File: src/rtl/hcr_pkg.sv
`timescale 1ns/1ps
package hcr_pkg;

  // Feedback mask for a right-shifting Galois register of width w.
  function automatic logic [31:0] lfsr_taps(input int w);
    case (w)
      2:       return 32'h3;
      3:       return 32'h6;
      4:       return 32'hC;
      5:       return 32'h14;
      6:       return 32'h30;
      7:       return 32'h60;
      8:       return 32'hB8;
      default: return (32'h1 << (w - 1)) | (32'h1 << (w - 2));
    endcase
  endfunction

  function automatic int dim_bits(input int d);
    return (d > 1) ? $clog2(d) : 1;
  endfunction

endpackage

File: src/rtl/hcr_lfsr.sv
`timescale 1ns/1ps
module hcr_lfsr #(
  parameter int           W    = 3,
  parameter logic [W-1:0] SEED = 1
) (
  input  logic         clk,
  input  logic         rst,
  input  logic         step,
  output logic [W-1:0] state
);
  localparam logic [W-1:0] TAPS = W'(hcr_pkg::lfsr_taps(W));

  always_ff @(posedge clk) begin
    if (rst)       state <= SEED;
    else if (step) state <= (state >> 1) ^ (state[0] ? TAPS : '0);
  end

  // intermediate addresses come from a register that never locks at zero
  a_r8_never_zero: assert property (@(posedge clk) disable iff (rst)
    state != '0);
  // state only moves on an accepted fresh two-leg header
  a_r8_hold_idle: assert property (@(posedge clk) disable iff (rst)
    !step |=> $stable(state));
  a_r8_moves_on_step: assert property (@(posedge clk) disable iff (rst)
    step |=> state != $past(state));
endmodule

File: src/rtl/hcr_lowbit.sv
`timescale 1ns/1ps
module hcr_lowbit #(
  parameter int W  = 3,
  parameter int IW = 2
) (
  input  logic [W-1:0]  vec,
  output logic [IW-1:0] idx,
  output logic          any
);
  // found[i] is set when some bit below i is set
  logic [W:0] found;
  assign found[0] = 1'b0;

  for (genvar g = 0; g < W; g++) begin : g_chain
    assign found[g+1] = found[g] | vec[g];
  end

  always_comb begin
    idx = '0;
    for (int i = 0; i < W; i++) begin
      if (vec[i] && !found[i]) idx = IW'(i);
    end
  end

  assign any = found[W];
endmodule

File: src/rtl/hcr_decide.sv
`timescale 1ns/1ps
module hcr_decide #(
  parameter int DIM = 3,
  parameter int DW  = 2
) (
  input  logic [DIM-1:0] node,
  input  logic [DIM-1:0] dst,
  input  logic [DIM-1:0] mid,
  input  logic [DIM-1:0] rnd,
  input  logic           leg,
  input  logic           fresh,
  input  logic           twophase,
  output logic [DIM-1:0] o_mid,
  output logic [DIM-1:0] diff,
  output logic           o_leg,
  output logic           o_local,
  output logic           take_rnd,
  output logic [DW-1:0]  o_dim
);
  logic           leg_in;
  logic [DIM-1:0] tgt;
  logic           moving;

  always_comb begin
    take_rnd = fresh && twophase;
    if (fresh) begin
      o_mid  = twophase ? rnd : dst;
      leg_in = !twophase;
    end else begin
      o_mid  = mid;
      leg_in = leg;
    end
    // first leg complete here: rewrite into the second leg
    o_leg = leg_in | (o_mid == node);
    tgt   = o_leg ? dst : o_mid;
    diff  = node ^ tgt;
  end

  hcr_lowbit #(.W(DIM), .IW(DW)) u_low (
    .vec (diff),
    .idx (o_dim),
    .any (moving)
  );

  assign o_local = !moving;
endmodule

File: src/rtl/hcube_dimorder_router.sv
`timescale 1ns/1ps
module hcube_dimorder_router #(
  parameter int DIM  = 3,
  parameter int SEED = 1,
  localparam int DW  = hcr_pkg::dim_bits(DIM)
) (
  input  logic           clk,
  input  logic           rst,
  input  logic [DIM-1:0] node_addr,
  input  logic           in_valid,
  output logic           in_ready,
  input  logic           in_fresh,
  input  logic           in_twophase,
  input  logic [DIM-1:0] in_dst,
  input  logic [DIM-1:0] in_mid,
  input  logic           in_leg,
  input  logic           out_ready,
  output logic           out_valid,
  output logic           out_local,
  output logic [DW-1:0]  out_dim,
  output logic           out_vc,
  output logic [DIM-1:0] out_dst,
  output logic [DIM-1:0] out_mid,
  output logic           out_leg
);
  logic           accept;
  logic [DIM-1:0] rnd;
  logic [DIM-1:0] d_mid;
  logic [DIM-1:0] d_diff;
  logic           d_leg;
  logic           d_local;
  logic           d_take;
  logic [DW-1:0]  d_dim;

  assign in_ready = !out_valid || out_ready;
  assign accept   = in_valid && in_ready;

  hcr_lfsr #(.W(DIM), .SEED(DIM'(SEED))) u_rng (
    .clk   (clk),
    .rst   (rst),
    .step  (accept && d_take),
    .state (rnd)
  );

  hcr_decide #(.DIM(DIM), .DW(DW)) u_dec (
    .node     (node_addr),
    .dst      (in_dst),
    .mid      (in_mid),
    .rnd      (rnd),
    .leg      (in_leg),
    .fresh    (in_fresh),
    .twophase (in_twophase),
    .o_mid    (d_mid),
    .diff     (d_diff),
    .o_leg    (d_leg),
    .o_local  (d_local),
    .take_rnd (d_take),
    .o_dim    (d_dim)
  );

  always_ff @(posedge clk) begin
    if (rst) begin
      out_valid <= 1'b0;
      out_local <= 1'b0;
      out_dim   <= '0;
      out_dst   <= '0;
      out_mid   <= '0;
      out_leg   <= 1'b0;
    end else if (accept) begin
      out_valid <= 1'b1;
      out_local <= d_local;
      out_dim   <= d_dim;
      out_dst   <= in_dst;
      out_mid   <= d_mid;
      out_leg   <= d_leg;
    end else if (out_ready) begin
      out_valid <= 1'b0;
    end
  end

  // the virtual-channel class follows the leg
  assign out_vc = out_leg;

  // stalled result is held unchanged
  a_r9_stall_hold: assert property (@(posedge clk) disable iff (rst)
    out_valid && !out_ready |=> out_valid &&
      $stable({out_local, out_dim, out_dst, out_mid, out_leg}));
  // a leg-0 result never delivers locally
  a_r4_leg0_moves: assert property (@(posedge clk) disable iff (rst)
    out_valid && !out_leg |-> !out_local);
  // local delivery is on leg 1 with dimension 0
  a_r5_local_form: assert property (@(posedge clk) disable iff (rst)
    out_valid && out_local |-> out_leg && out_dim == '0);
  // chosen dimension differs and no lower dimension differs
  a_r2_lowest_dim: assert property (@(posedge clk) disable iff (rst)
    in_valid && !d_local |->
      d_diff[d_dim] && ((d_diff & ((DIM'(1) << d_dim) - DIM'(1))) == '0));
endmodule

File: config.mk
export PLATFORM = sky130hd
export DESIGN_NAME = hcube_dimorder_router
export DESIGN_NICKNAME = d
export VERILOG_FILES = /design/src/rtl/hcr_pkg.sv /design/src/rtl/hcr_lfsr.sv /design/src/rtl/hcr_lowbit.sv /design/src/rtl/hcr_decide.sv /design/src/rtl/hcube_dimorder_router.sv
export SDC_FILE = /design/constraint.sdc
export NUM_CORES = 1
export LEC_CHECK = 0
export ABC_AREA = 1
export CORE_MARGIN = 1.5
export CORE_UTILIZATION = 46
export DETAILED_ROUTE_END_ITERATION = 6
export GPL_TIMING_DRIVEN = 0
export PLACE_DENSITY = 0.89
export SLEW_MARGIN = 20
export SYNTH_ARGS = -nofsm -noshare
export SYNTH_HDL_FRONTEND = slang
export SYNTH_SLANG_ARGS = --single-unit
File: constraint.sdc
create_clock -name clk -period 2.7 [get_ports clk]
set_clock_uncertainty 0.15 [all_clocks]
set_input_delay 0.405 -clock clk [delete_from_list [all_inputs] [get_ports clk]]
set_output_delay 0.405 -clock clk [all_outputs]
set_load 0.01 [all_outputs]
Word level (Yosys, flattened, before mapping)

Index checks and enable logic that the tools add are counted.

Bits in registers: 14
Input bits: 16
Output and inout port bits: 13

Reduce and logical (&&, ||, !) cells: 12
Eq/ne operators: 1
Multiplexer cells: 9
Bitwise operators: 5

Operators with widths:

| cell              | count |
|---|---|
| $mux 3            | 4 |
| $logic_and 1x1->1 | 5 |
| $logic_not 1->1   | 5 |
| $mux 1            | 4 |
| $eq 3x3->1        | 1 |
| $or 1x1->1        | 3 |
| $xor 2x3->3       | 1 |
| $xor 3x3->3       | 1 |
| $mux 2            | 1 |
| $reduce_bool 2->1 | 1 |
| $logic_or 1x1->1  | 1 |

Longest topological paths before layout

Depth after elaboration: 10
Gate-level depth with buffers: 13
Gate-level depth less buffers: 13

Hierarchy

Synthesis repeated with hierarchy kept, for this count alone.

Cells, all modules: 158
Area total of the unflattened synthesis: 984.7 sq um

By module, submodules not included:

| module                | area an instance (sq um) | times used | sequential area each (sq um) | cells each |
|---|---|---|---|---|
| hcube_dimorder_router | 513.0                    | 1          | 220.2                        | 73 |
| hcr_decide            | 321.6                    | 1          | 0.0                          | 62 |
| hcr_lfsr              | 117.6                    | 1          | 60.1                         | 16 |
| hcr_lowbit            | 32.5                     | 1          | 0.0                          | 7 |

Least setup slack after synthesis

OpenSTA, ideal clock, no wires.

Path kind: input port to flip-flop
Start point: input in_twophase
End point: register out_dim[1]
Data arrival time: 1.364 ns
Required time: 2.420 ns
Cell stages on the path: 12
Setup slack: 1.055 ns
Path through: inv_1 -> nand3_1 -> nand3_2 -> nand2_1 -> nand2_1 -> nand3_4 -> nand2_4 -> nand2_2 -> a21oi_1 -> nor2_2 -> nand2_1 -> a21oi_2

Word-level cells in the longest chain between the ends: 10
Elaborated cells between the ends (all ways): 12
Those cells by class: eq/ne: 1; mux: 5; bitwise: 3; reduce/logical: 3

Ends and longest elaborated chain:

| what                 | line                        | source |
|---|---|---|
| start, declared      | hcube_dimorder_router.sv:13 | `input logic in_twophase,` |
| $mux 3               | hcr_decide.sv:27            | `o_mid = twophase ? rnd : dst;` |
| $mux 3               | hcr_decide.sv:26            | `if (fresh) begin` |
| $eq 3x3->1           | hcr_decide.sv:34            | `o_leg = leg_in \| (o_mid == node);` |
| $or 1x1->1           | hcr_decide.sv:34            |  |
| $mux 3 *             | hcr_decide.sv:35            | `tgt = o_leg ? dst : o_mid;` |
| $xor 3x3->3 *        | hcr_decide.sv:36            | `diff = node ^ tgt;` |
| $or 1x1->1           | hcr_lowbit.sv:15            | `assign found[g+1] = found[g] \| vec[g];` |
| $logic_not 1->1      | hcr_lowbit.sv:21            | `if (vec[i] && !found[i]) idx = IW'(i);` |
| $logic_and 1x1->1 *  | hcr_lowbit.sv:21            |  |
| $mux 2 *             | hcr_lowbit.sv:21            |  |
| end signal, assigned | hcube_dimorder_router.sv:72 | `out_dim <= d_dim;` |
| end, declared        | hcube_dimorder_router.sv:20 | `output logic [DW-1:0] out_dim,` |

Mark *: on every way between the ends. The rest lies on a longest branch, timed or not.
A chain may end at the register's enable or synchronous reset.

Worst setup path in the final report

Start point: input in_fresh
End point: register out_dim[0]

Word-level cells in the longest chain between the ends: 9
Elaborated cells between the ends (all ways): 13
Those cells by class: eq/ne: 1; mux: 5; bitwise: 3; reduce/logical: 4

Ends and longest elaborated chain:

| what                                                 | line                               | source |
|---|---|---|
| start, declared                                      | hcube_dimorder_router.sv:12        | `input logic in_fresh,` |
| $mux 3                                               | hcr_decide.sv:26                   |  |
| $eq 3x3->1                                           | hcr_decide.sv:34                   |  |
| $or 1x1->1                                           | hcr_decide.sv:34                   |  |
| $mux 3 *                                             | hcr_decide.sv:35                   |  |
| $xor 3x3->3 *                                        | hcr_decide.sv:36                   |  |
| $logic_not 1->1 or $or 1x1->1 (tied branches)        | hcr_lowbit.sv:21, hcr_lowbit.sv:15 |  |
| $logic_and 1x1->1 or $logic_not 1->1 (tied branches) | hcr_lowbit.sv:21                   |  |
| $mux 1 or $logic_and 1x1->1 (tied branches)          | hcr_lowbit.sv:21                   |  |
| $mux 2 *                                             | hcr_lowbit.sv:21                   |  |

Marks and branches as above.

==> qor.csv <==
metric,value,unit
Critical Setup Path Class,input pin to register,
Initial DRT Pass Iterations,4,
ANT cells,0,
fraction of the yosys area taken by sequential cells,34.46,%
final max-slew violation count,0,
Leakage,0.5126,nW
CP Launch Type,input pin,
initial core utilization,48.15,%
clk root buf,clkbuf_4,
min Tclk post-route,2.161,ns
GRT Total Usage,21.79,%
clock slew at reported path FFs,0.08,ns
filler instances,148,
RSZ-0062 raised after global routing,no,
drt via density,5.237,
Sequential Area,280.3,um2
Setup Buffers After CTS,0,
vias in the first global route,805,
post-detail-place hpwl,1.545,mm
CTS tree,yes,
fraction of layout cells with a size suffix above 1,12.50,%
M2 GR Usage,35.14,%
residual DRC count,0,
Starting DRT DRC Count,38,
Routed Antenna Nets,0,
final WL,1.968,mm
pin count of the biggest net entering global routing,11,
crit path max fanout,7,
Die ar.,2029,um2
"most common cell after layout, fill and taps aside",nand2_1,
worst-skew pair later-pin latency,0.29,ns
H-tree depth,1,
Top Ports,29,
Max Cap Viol,0,
Core Rows,15,
area grow syn2layout,40.31,%
multi-input logic area,461.7,um2
total CTS buffers,3,
Tightest Hold Check Type,register to register,
required time of the critical path,2.77,ns
"IR drop worst, VDD",0.2816,mV
mapped cell area,813.3,um2
setup_tns,0,ns
synth unique cells,20,
cts repair resizes,0,
Sink Count,14,
core region area,1689,um2
RD Place Congestion,0.8507,
Final Hold Viols,0,
Seq cells post-synth,14,
routed len/inst,11.64,um
Chip Height,45.05,um
Via Count,885,
Arrival @ worst endpoint,2.23,ns
Yosys top cell by area,dfxtp_1,
Nets,169,
Pwr Density,468.5,nW/um2
GRT Residual Overflow,0,
first-pass GRT wire length,3.229,mm
Finish-stage setup viols,0,
total design power,0.5347,mW
I/O Buffers,27,
clock tree buffer depth,2,
highest-count cells in the layout ignoring fill and taps,"28 x nand2_1, 27 x clkdlybuf4s50_1, 18 x nand3_1",
crit end category,register,
met1 usage,28.61,%
GRT busiest layer,met2,
initial antenna violation count,0,
Synth top area share,34.46,%
Synth area leaders,"dfxtp_1 34%, nand2_1 13%, nand3_1 11%",
met3 layer usage reported by global route,2.400,%
Post-CTS Hold Fix Bufs,0,
Die Span X,45.05,um
cell count after synthesis,121,
slew margin rel.,72.51,%
Max Freq,462.7,MHz
status,finished clean,
Syn Area/Cell,6.721,um2
Yosys Warn Count,0,
Final Cycle Share,80.05,%
Worst Tran Pin Value,0.4123,ns
syn nets,137,
worst max-delay path, stage by stage:
cell and delay [ns]:
clkdlybuf4s50_1 0.62, nand3_1 0.20, nand3_2 0.13, nand2_1 0.07, nand2_2 0.09, nand3_4 0.11
nand2_4 0.11, nand2_2 0.06, nand3_1 0.06, nand2_1 0.06, nor2_2 0.12, nand2_1 0.08
a21oi_2 0.11
cells in the mapped netlist:
cell and number:
nand2_1 28, nand3_1 18, dfxtp_1 14, inv_1 14, a21oi_1 8, nor2_1 8
o21ai_0 8, nand2_2 4, a21oi_2 3, nand3_2 3, nand4_1 3, clkbuf_1 2
buf_4 1, inv_2 1, nand2_4 1, nand3_4 1, nor2_2 1, nor3_1 1
o211ai_1 1, xor2_1 1
final cells by class:
class                           instances  area share (%)
Buffer                                  3           1.316
Tap cell                               17           1.864
Timing Repair Buffer                   27           23.68
Clock buffer                            4           3.180
Sequential cell                        14           24.56
Multi-Input combinational cell         89           40.46
Inverter                               15           4.934
state kept, by name, summed over array words and instances (netlist names):
register and flops:
out_dst 3, out_mid 3, u_rng.state 3, out_dim 2
out_leg 1, out_local 1, out_valid 1
final timing paths:
kind,from,end,slack (ns),depth (start not counted)
setup / recovery,in_fresh,out_dim[0],0.54,13
hold / removal,out_dim[1],out_dim[1],0.33,2
hold reg to reg,out_dim[1],out_dim[1],0.33,2
setup reg to reg,u_rng.state[0],out_dim[0],0.95,12
routing by layer:
layer	routed length, um	share of wire, %	vias to the layer above
met3	97	4.9	7
met2	938	48	34
met5	0	0	-
li1	-	-	459
met1	882	45	385
met4	49	2.5	0
power breakdown:
group	leakage [nW]	switching (mW)	internal (mW)
Combinational	0.376	0.0807	0.0729
Clock	0.0210	0.0706	0.0822
Sequential	0.115	0.00755	0.221
cells by family after synthesis:
group,Yosys count,synth area share [%]
AO/OA/AOI/OAI,20,14.00
XOR/XNOR,1,1.077
buffers and inverters,18,8.769
flip-flops,14,34.46
AND/OR/NAND/NOR,68,41.69
per-stage QoR:
stage	instances	util [%]	area [um2]	setup WS, ns	hold slack [ns]
finish	169	67.56	1141	0.5388	0.3349
CTS	169	67.56	1141	0.5547	0.3323
floorplan	121	-	813.3	1.055	0.2912
global placement	165	65.41	1105	0.3357	0.3058
detailed placement	165	65.41	1105	0.2921	0.3191
global route	169	67.56	1141	0.3451	0.3676
No activity file was read; power rests on OpenSTA's default activity.
